===== config.mk =====
export PLATFORM = sky130hd
export DESIGN_NAME = data_addr_gen
export DESIGN_NICKNAME = d
export VERILOG_FILES = /design/src/rtl/dag_pkg.sv /design/src/rtl/dag_ptr_bank.sv /design/src/rtl/dag_addr_calc.sv /design/src/rtl/dag_region_dec.sv /design/src/rtl/data_addr_gen.sv
export SDC_FILE = /design/constraint.sdc
export NUM_CORES = 1
export LEC_CHECK = 0
export BUFFER_PORTS_ARGS = -buffer_cell sky130_fd_sc_hd__buf_4
export CAP_MARGIN = 25
export CORE_ASPECT_RATIO = 0.6
export CORE_UTILIZATION = 40
export CTS_BUF_LIST = sky130_fd_sc_hd__clkbuf_2 sky130_fd_sc_hd__clkbuf_4 sky130_fd_sc_hd__clkbuf_8
export DETAILED_ROUTE_END_ITERATION = 7
export GPL_TIMING_DRIVEN = 0
export PLACE_DENSITY = 0.61
export SYNTH_ARGS = -nofsm -noshare
export SYNTH_HDL_FRONTEND = slang
export SYNTH_SLANG_ARGS = --single-unit

===== constraint.sdc =====
create_clock -name clk -period 8.9 [get_ports clk]
set_input_delay 1.335 -clock clk [delete_from_list [all_inputs] [get_ports clk]]
set_output_delay 1.335 -clock clk [all_outputs]
set_load 0.01 [all_outputs]

===== src/rtl/dag_pkg.sv =====
package dag_pkg;

    parameter int unsigned AW           = 16;
    parameter int unsigned DW           = 8;
    parameter int unsigned PTR_N        = 3;
    parameter int unsigned IMM_W        = 6;
    parameter int unsigned IDX_W        = 5;
    parameter int unsigned PTR_BASE_IDX = 26;
    parameter int unsigned REG_COUNT    = 32;
    parameter int unsigned IO_COUNT     = 64;

    localparam int unsigned IO_BASE   = REG_COUNT;
    localparam int unsigned SRAM_BASE = REG_COUNT + IO_COUNT;
    localparam int unsigned SEL_W     = $clog2(PTR_N + 1);

    typedef logic [AW-1:0] addr_t;

    typedef enum logic [2:0] {
        AM_DIRECT  = 3'd0,
        AM_IND     = 3'd1,
        AM_DISP    = 3'd2,
        AM_PREDEC  = 3'd3,
        AM_POSTINC = 3'd4,
        AM_IODIR   = 3'd5
    } amode_e;

    typedef enum logic [1:0] {
        PSEL_X = 2'd0,
        PSEL_Y = 2'd1,
        PSEL_Z = 2'd2
    } psel_e;

    typedef enum logic [1:0] {
        RG_REGS = 2'd0,
        RG_IO   = 2'd1,
        RG_SRAM = 2'd2
    } region_e;

    typedef struct packed {
        logic  en;
        psel_e sel;
        addr_t value;
    } wb_t;

    function automatic logic mode_uses_ptr(logic [2:0] m);
        return (m == AM_IND) || (m == AM_DISP) || (m == AM_PREDEC) || (m == AM_POSTINC);
    endfunction

    function automatic region_e region_of(addr_t a);
        if (a < addr_t'(IO_BASE))        return RG_REGS;
        else if (a < addr_t'(SRAM_BASE)) return RG_IO;
        else                             return RG_SRAM;
    endfunction

endpackage


===== src/rtl/dag_ptr_bank.sv =====
module dag_ptr_bank
    import dag_pkg::*;
(
    input  logic                     clk,
    input  logic                     rst,
    input  logic                     byte_we,
    input  logic [IDX_W-1:0]         byte_idx,
    input  logic [DW-1:0]            byte_wdata,
    input  wb_t                      wb_i,
    output logic [PTR_N-1:0][AW-1:0] ptr_q
);

    for (genvar g = 0; g < PTR_N; g++) begin : g_ptr
        localparam int unsigned LO_IDX = PTR_BASE_IDX + 2 * g;
        localparam int unsigned HI_IDX = LO_IDX + 1;

        logic lo_hit, hi_hit, wb_hit;
        assign lo_hit = byte_we && (byte_idx == IDX_W'(LO_IDX));
        assign hi_hit = byte_we && (byte_idx == IDX_W'(HI_IDX));
        assign wb_hit = wb_i.en && (wb_i.sel == psel_e'(g));

        always_ff @(posedge clk) begin
            if (rst) begin
                ptr_q[g] <= '0;
            end else if (wb_hit) begin
                ptr_q[g] <= wb_i.value;
            end else if (lo_hit) begin
                ptr_q[g][DW-1:0] <= byte_wdata;
            end else if (hi_hit) begin
                ptr_q[g][AW-1:DW] <= byte_wdata;
            end
        end


        wb_apply_chk: assert property (@(posedge clk) disable iff (rst)
            (wb_i.en && wb_i.sel == psel_e'(g)) |=> (ptr_q[g] == $past(wb_i.value)));


        wb_over_byte_chk: assert property (@(posedge clk) disable iff (rst)
            (wb_i.en && wb_i.sel == psel_e'(g) && byte_we &&
             (byte_idx == IDX_W'(LO_IDX) || byte_idx == IDX_W'(HI_IDX)))
            |=> (ptr_q[g] == $past(wb_i.value)));
    end


    ptr_hold_chk: assert property (@(posedge clk) disable iff (rst)
        (!wb_i.en && !byte_we) |=> $stable(ptr_q));

endmodule


===== src/rtl/dag_addr_calc.sv =====
module dag_addr_calc
    import dag_pkg::*;
(
    input  logic                     clk,
    input  logic                     rst,
    input  logic                     op_valid,
    input  logic [2:0]               op_mode,
    input  logic [1:0]               op_ptr,
    input  logic [IMM_W-1:0]         op_imm6,
    input  addr_t                    op_word2,
    input  logic [PTR_N-1:0][AW-1:0] ptr_q,
    output addr_t                    ea,
    output wb_t                      wb_o
);

    localparam addr_t ONE_A     = addr_t'(1);
    localparam addr_t IO_BASE_A = addr_t'(IO_BASE);

    addr_t base;
    addr_t imm_ext;

    always_comb begin
        case (op_ptr)
            PSEL_X:  base = ptr_q[0];
            PSEL_Y:  base = ptr_q[1];
            PSEL_Z:  base = ptr_q[2];
            default: base = '0;
        endcase
    end

    assign imm_ext = addr_t'(op_imm6);

    always_comb begin
        ea         = '0;
        wb_o.en    = 1'b0;
        wb_o.sel   = psel_e'(op_ptr);
        wb_o.value = base;
        case (op_mode)
            AM_DIRECT:  ea = op_word2;
            AM_IND:     ea = base;
            AM_DISP:    ea = base + imm_ext;
            AM_PREDEC: begin
                ea         = base - ONE_A;
                wb_o.en    = op_valid;
                wb_o.value = base - ONE_A;
            end
            AM_POSTINC: begin
                ea         = base;
                wb_o.en    = op_valid;
                wb_o.value = base + ONE_A;
            end
            AM_IODIR:   ea = IO_BASE_A + imm_ext;
            default:    ea = '0;
        endcase
    end


    disp_base_chk: assert property (@(posedge clk) disable iff (rst)
        (op_valid && op_mode == AM_DISP) |-> (op_ptr == PSEL_Y || op_ptr == PSEL_Z));


    ptr_sel_chk: assert property (@(posedge clk) disable iff (rst)
        (op_valid && mode_uses_ptr(op_mode)) |-> (op_ptr != 2'd3));


    disp_reach_chk: assert property (@(posedge clk) disable iff (rst)
        (op_valid && op_mode == AM_DISP) |-> ((ea - base) < addr_t'(1 << IMM_W)));


    postinc_step_chk: assert property (@(posedge clk) disable iff (rst)
        (wb_o.en && op_mode == AM_POSTINC) |-> (wb_o.value == ea + ONE_A));


    predec_same_chk: assert property (@(posedge clk) disable iff (rst)
        (wb_o.en && op_mode == AM_PREDEC) |-> (wb_o.value == ea));


    io_window_chk: assert property (@(posedge clk) disable iff (rst)
        (op_valid && op_mode == AM_IODIR) |->
        (ea >= IO_BASE_A && ea < addr_t'(SRAM_BASE)));

endmodule


===== src/rtl/dag_region_dec.sv =====
module dag_region_dec
    import dag_pkg::*;
(
    input  addr_t   addr,
    output region_e region
);

    always_comb begin
        region = region_of(addr);
    end

endmodule


===== src/rtl/data_addr_gen.sv =====
module data_addr_gen
    import dag_pkg::*;
(
    input  logic        clk,
    input  logic        rst,
    input  logic        op_valid,
    input  logic [2:0]  op_mode,
    input  logic [1:0]  op_ptr,
    input  logic [5:0]  op_imm6,
    input  logic [15:0] op_word2,
    input  logic        byte_we,
    input  logic [4:0]  byte_idx,
    input  logic [7:0]  byte_wdata,
    output logic [15:0] ea,
    output logic [1:0]  region,
    output logic        wb_en,
    output logic [1:0]  wb_ptr,
    output logic [15:0] wb_value
);

    logic [PTR_N-1:0][AW-1:0] ptr_q;
    wb_t                      wb;
    addr_t                    ea_w;
    region_e                  region_w;

    dag_ptr_bank u_bank (
        .clk        (clk),
        .rst        (rst),
        .byte_we    (byte_we),
        .byte_idx   (byte_idx),
        .byte_wdata (byte_wdata),
        .wb_i       (wb),
        .ptr_q      (ptr_q)
    );

    dag_addr_calc u_calc (
        .clk      (clk),
        .rst      (rst),
        .op_valid (op_valid),
        .op_mode  (op_mode),
        .op_ptr   (op_ptr),
        .op_imm6  (op_imm6),
        .op_word2 (op_word2),
        .ptr_q    (ptr_q),
        .ea       (ea_w),
        .wb_o     (wb)
    );

    dag_region_dec u_region (
        .addr   (ea_w),
        .region (region_w)
    );

    assign ea       = ea_w;
    assign region   = region_w;
    assign wb_en    = wb.en;
    assign wb_ptr   = wb.sel;
    assign wb_value = wb.value;


    region_io_chk: assert property (@(posedge clk) disable iff (rst)
        (region == RG_IO) |-> (ea >= 16'h0020 && ea <= 16'h005F));


    region_regs_chk: assert property (@(posedge clk) disable iff (rst)
        (ea < 16'h0020) |-> (region == RG_REGS));


    idle_no_wb_chk: assert property (@(posedge clk) disable iff (rst)
        !op_valid |-> !wb_en);


    direct_no_wb_chk: assert property (@(posedge clk) disable iff (rst)
        (op_mode == AM_DIRECT || op_mode == AM_IND || op_mode == AM_DISP ||
         op_mode == AM_IODIR) |-> !wb_en);

endmodule


## Word level (Yosys, flattened, before mapping)

Cells that the tools add are included.

- Register bits: 48
- Input bits: 44
- Logic and storage cells: 68
- Output and inout bits: 37

- Reduce and logical (&&, ||, !) cells: 22
- $add $sub $neg: 4
- Eq/ne operators: 16
- Mux-type cells: 18
- $lt $le $gt $ge: 2

Operator list:

| kind | number |
|---|---|
| $pmux W16 S5 | 1 |
| $mux W8 | 9 |
| $mux W16 | 3 |
| $pmux W16 S3 | 1 |
| $pmux W16 S2 | 1 |
| $eq A5 B5 Y1 const B | 6 |
| $add A16 B1 Y16 const B | 1 |
| $add A16 B6 Y16 | 1 |
| $lt A16 B6 Y1 const B | 1 |
| $lt A16 B7 Y1 const B | 1 |
| $sub A16 B1 Y16 const B | 1 |
| $reduce_bool A2 Y1 | 6 |
| $logic_and A1 B1 Y1 | 9 |
| $add A6 B6 Y7 const A | 1 |
| $eq A3 B2 Y1 const B | 2 |
| $eq A3 B3 Y1 const B | 2 |
| $ne A2 B2 Y1 const B | 3 |
| $reduce_and A2 Y1 | 3 |
| $mux W2 | 2 |
| $reduce_or A2 Y1 | 2 |
| $eq A3 B1 Y1 const B | 1 |
| $logic_not A3 Y1 | 1 |
| $eq A2 B1 Y1 const B | 1 |
| $eq A2 B2 Y1 const B | 1 |
| other kinds (2) | 2 |

## Logic depth before layout (Yosys ltp)

- Depth in word-level cells: 7
- Gate-level depth with buffers: 16
- Depth with buffers taken out: 14

## Hierarchy

Synthesis repeated with hierarchy kept, for this count alone.

- Cells, all modules: 677
- Area total of the unflattened synthesis: 5088.6 um2

Modules (own cells, without submodules):

| module | sequential area each (um2) | instances | area an instance (um2) | cells an instance |
|---|---|---|---|---|
| dag_addr_calc | 0.0 | 1 | 2592.5 | 388 |
| dag_ptr_bank | 960.9 | 1 | 2447.3 | 282 |
| dag_region_dec | 0.0 | 1 | 48.8 | 7 |

## Worst setup path after synthesis

Ideal clock, no wire load.

- Kind: input -> output
- Start point: in op_ptr[1]
- End point: out region[0]
- Buffers on the path: 2
- Slack: 2.013 ns
- Arrival: 5.552 ns
- Required time: 7.565 ns
- Stages on the path: 16
- Path through: buf_6 -> buf_6 -> mux2i_1 -> a2bb2oi_1 -> inv_1 -> ha_1 -> fa_1 -> a211oi_1 -> o21ai_0 -> o21ai_0 -> nor2_1 -> xnor2_1 -> a211o_1 -> or4_1 -> or4b_1 -> nor4b_1

- Cells in the longest elaborated chain, start to end: 7
- Elaborated cells on any way between the ends: 11
- Classes of those cells: 2 x add/sub; 2 x order compare; 2 x eq/ne; 4 x mux; 1 x reduce/logical

Ends and longest elaborated chain:

| item | RTL line | text |
|---|---|---|
| start, declared | data_addr_gen.sv:8 | `input logic [1:0] op_ptr,` |
| $eq A2 B2 Y1, or another cell as far along | dag_addr_calc.sv:23 | `case (op_ptr)` |
| $pmux W16 S3 (*) | dag_addr_calc.sv:23 |  |
| $sub A16 B1 Y16 or $add A16 B6 Y16 (tied branches) | dag_addr_calc.sv:43, dag_addr_calc.sv:41 |  |
| $pmux W16 S5 (*) | dag_addr_calc.sv:38 | `case (op_mode)` |
| via ea[10] | data_addr_gen.sv:14 | `output logic [15:0] ea,` |
| $lt A16 B7 Y1 | dag_pkg.sv:51 | `else if (a < addr_t'(SRAM_BASE)) return RG_IO;` |
| $mux W2 | dag_pkg.sv:51 |  |
| $mux W2 (*) | dag_pkg.sv:50 | `if (a < addr_t'(IO_BASE)) return RG_REGS;` |
| end, declared | data_addr_gen.sv:15 | `output logic [1:0] region,` |

The timed path passes the listed nets; every way through them passes the cells marked *.

## Worst setup path after layout

- Start point: in op_ptr[1]
- End point: out region[1]

- Cells in the longest elaborated chain, start to end: 7
- Elaborated cells on any way between the ends: 11
- Classes of those cells: 2 x add/sub; 2 x order compare; 2 x eq/ne; 4 x mux; 1 x reduce/logical

Ends and longest elaborated chain:

| item | RTL line |
|---|---|
| $eq A2 B2 Y1, or another cell as far along | dag_addr_calc.sv:23 |
| $pmux W16 S3 (*) | dag_addr_calc.sv:23 |
| $sub A16 B1 Y16 or $add A16 B6 Y16 (tied branches) | dag_addr_calc.sv:43, dag_addr_calc.sv:41 |
| $pmux W16 S5 (*) | dag_addr_calc.sv:38 |
| $lt A16 B7 Y1 | dag_pkg.sv:51 |
| $mux W2 | dag_pkg.sv:51 |
| $mux W2 (*) | dag_pkg.sv:50 |

Mark *: on every way between the ends. The rest lies on a longest branch, timed or not.

==> results.md <==
* Register bit total from synthesis at 48
* Clk Latency, worst-skew pair at 0.32 ns
* Area delta synth->final at 19.5%
* Maximum clock rate at between 0.1 and 0.15 GHz
* Setup WS pre-CTS at 1.15 ns
* RSZ-0062 raised after global routing: false
* Fin crit period at approximately 7.9 ns
* Startpoint of the most critical setup path: op_ptr[1]
* Switching fraction of total power at between 30% and 40%
* Post-synthesis average cell area at 7.70 um^2
* Layout cell share with drive strength beyond 1 at 17.4%
* HPWL after DPL at about 14000 um
* Number of flops mapped to enable cells by yosys at 0
* Fraction of the yosys area taken by sequential cells at 21.0%
* Global placement routability congestion at ~1
* Antenna violations before repair at 0
* CTS H-tree lvls at 2
* Top-level port count at 81
* Number of buffers added to fix hold violations after cts at 0
* Commonest register cell after synthesis: dfxtp_1
* Aggregate global routing overflow at 0
* Average vias per placed instance at roughly 6.3
* Share of the cycle needed by the critical path after routing at 88.6%
* Internal portion of total power at 0.397 mW
* Worst Setup End Kind: primary output
* Worst hold path type: reg2reg
* Peak supply drop at 72.7 uV
* Async S/R FF share, synth at 0%
* Number of flip-flops under the largest register name at 48
* First-pass GRT wire length at approximately 27000 um
* Library cell occupying the most area in the post-synthesis netlist: dfxtp_1
* TritonCTS buffer count at 5
* Ant diodes at 0
* Max-Cap Viols at 0
* Synthesis warning total at 0
* Slew HR at 31.6%
* Pin count of the biggest net entering global routing at 16
* I/O Buffers at 76
* Routed via count at approximately 5200
* Number of gates resized after cts at 0
* Mapped Cells at approximately 590
* Hold violation count in the final report at 0
* Final non-filler cell area at roughly 5500 um^2
* Final setup fails at 0
* Worst-case clock skew at between 0.009 and 0.01 ns
* Effective utilization at floorplan at around 42%
* Startpoint of the tightest hold check path: u_bank.ptr_q[2]$_SDFFE_PP0P_
* Run status: completed
* Die outline width at 140 um
* Post-Synthesis Cell Area at ~4600 um^2
* Switching power of the nets at between 0.2 and 0.25 mW
* Cell depth of the worst flop-to-flop path at 11
* Ratio of total power to cell area at between 100 and 150 nW/um^2
* Area of the core at roughly 11000 um^2
* Number of DRC violations after detailed routing at 0
* Largest registers: u_bank.ptr_q: 48 flops
* Worst Slack Setup Final at just over 1 ns
* Top cell types by occurrence after synthesis: nor2_1, mux2i_1, a211oi_1, dfxtp_1, nand2_1
* Final Slew Violations at 0
* First DRT Iteration DRCs at between 400 and 500
* Clock-pin slew reported for the worst setup and hold paths after clock tree synthesis at around 0.090 ns
* Detailed Routing Iterations Pass 1 at 5
* Gate power share at 33.8%
* Overall die area at between 10000 and 15000 um^2
* Post-Layout Cell Count at around 820
* Biggest fanout along the worst timing path at 10
* Syn_nets at about 650
* CP Class: in2out
* Dpl cells at between 800 and 900
* Reg2reg start: u_bank.ptr_q[32]$_SDFFE_PP0P_
* Number of library cell types mapped by synthesis at 71
* Static Leakage at 2.12 nW
* End point of the worst hold path: u_bank.ptr_q[2]$_SDFFE_PP0P_
* Cell at the root of the clock tree: clkbuf_8
* End-of-flow core utilization at approximately half
* Clock sink count at 48
* Worst Setup Start Kind: input pin
* Dominant cells by area after synthesis: dfxtp_1, mux2i_1, a211oi_1
* Antenna Nets Post-Route at 0
* Worst reg2reg path endpoint: u_bank.ptr_q[46]$_SDFFE_PP0P_
* Post-placement cell area at ~5300 um^2
* Die height at between 80 and 90 um
* Most used standard cell by instance count after synthesis: nor2_1
* CTS Buffer Depth at 2
* Global-route usage over all layers at 29.1%
* Sequential share of power at ~37%
* Postcts setup bufs at 0
* Total detailed-routing wirelength at approximately 17000 um
* TritonCTS clock tree: yes
* Hold Path Depth at 2
* Worst-Margin Slew at 1.02 ns
* Final Net Count at 730
* Vias in the first global route at a little under 5000
* Register ranked first by flip-flop count: u_bank.ptr_q
* Share of the synthesized area in the top cell type at 21.0%
* Portion of total power attributed to the clock network at 28.9%
* Reg2reg setup slack at 5.27 ns
* Routed len/inst at 21.3 um
* Rows at 29
* Data required time at the worst endpoint at ~7.6 ns
* Worst Path Arrival at about 6.6 ns
* Total negative slack at 0 ns
==> power by group through the flow <==
stage	Combinational, mW	Sequential, mW	Clock, mW
floorplan	0.119	0.228	0
global placement	0.195	0.229	0
detailed placement	0.198	0.229	0
CTS	0.199	0.225	0.174
global route	0.217	0.225	0.187
finish	0.203	0.225	0.174
==> layer usage <==
metal  up-vias  routed length [um]  track usage, %
met3         9                2060            5.99
met4         2                  61            3.30
met2       299                6650            39.1
met5         -                  49            3.24
li1       2389                   -               -
met1      2459                8550            46.7
==> critical path, cell delays in order <==
cell	delay [ns]
buf_6	0.11
buf_6	0.18
mux2i_1	0.25
a2bb2oi_1	0.54
inv_1	0.29
ha_1	0.31
fa_1	0.45
a211oi_1	0.25
o21ai_0	0.16
o21ai_0	0.35
nor2_1	0.14
xnor2_1	0.16
a211o_1	0.35
or4_1	0.59
or4b_1	0.59
or3_1	0.34
buf_4	0.15
==> worst max path at each step <==
| stage | cells after the start | slack [ns] | end |
|---|---|---|---|
| 6_report | 17 | 1.01 | region[1] |
| 5_1_grt | 17 | 0.75 | region[1] |
| 4_1_cts | 17 | 1.14 | region[1] |
| 3_5_place_dp | 17 | 1.15 | region[1] |
| 3_3_place_gp | 17 | 1.18 | region[1] |
| 2_1_floorplan | 16 | 2.01 | region[0] |
==> stage by stage <==
stage	hold WS [ns]	power [mW]
global route	0.585	0.629
floorplan	0.524	0.348
CTS	0.562	0.597
detailed placement	0.540	0.427
finish	0.561	0.602
global placement	0.540	0.425
==> area by class of cell <==
type	count	area [um^2]
multi-input cells	487	3380
inverters	15	56.3
fillers	1106	5390
clock buffers	6	82.6
well taps	139	174
repair buffers	77	576
flip-flops and latches	48	961
plain buffers	43	195
clock inverters	2	38.8
==> logic make-up after synthesis <==
group,share of synthesized area (%)
compound gates,29.1
fa+ha+maj,2.63
buf+inv,5.51
flops,21.0
xor+xnor,5.37
mux,16.1
simple gates,20.2
==> cell usage in the layout, fill, tap and decap left out, types with 5 or more instances in the layout <==
cell,instances
a211oi_1,60
a21o_1,6
a21oi_1,31
a2bb2oi_1,8
buf_1,5
buf_2,7
buf_4,79
clkbuf_1,27
clkbuf_8,6
dfxtp_1,48
ha_1,8
inv_1,11
mux2i_1,68
nand2_1,34
nand2b_1,5
nand3_1,8
nand4_1,9
nor2_1,87
nor2b_1,5
nor3_1,14
nor3_2,5
nor4_1,5
o211ai_1,9
o21ai_0,20
o22ai_1,5
o2bb2ai_1,9
xnor2_1,26
No activity file was read; power rests on OpenSTA's default activity.
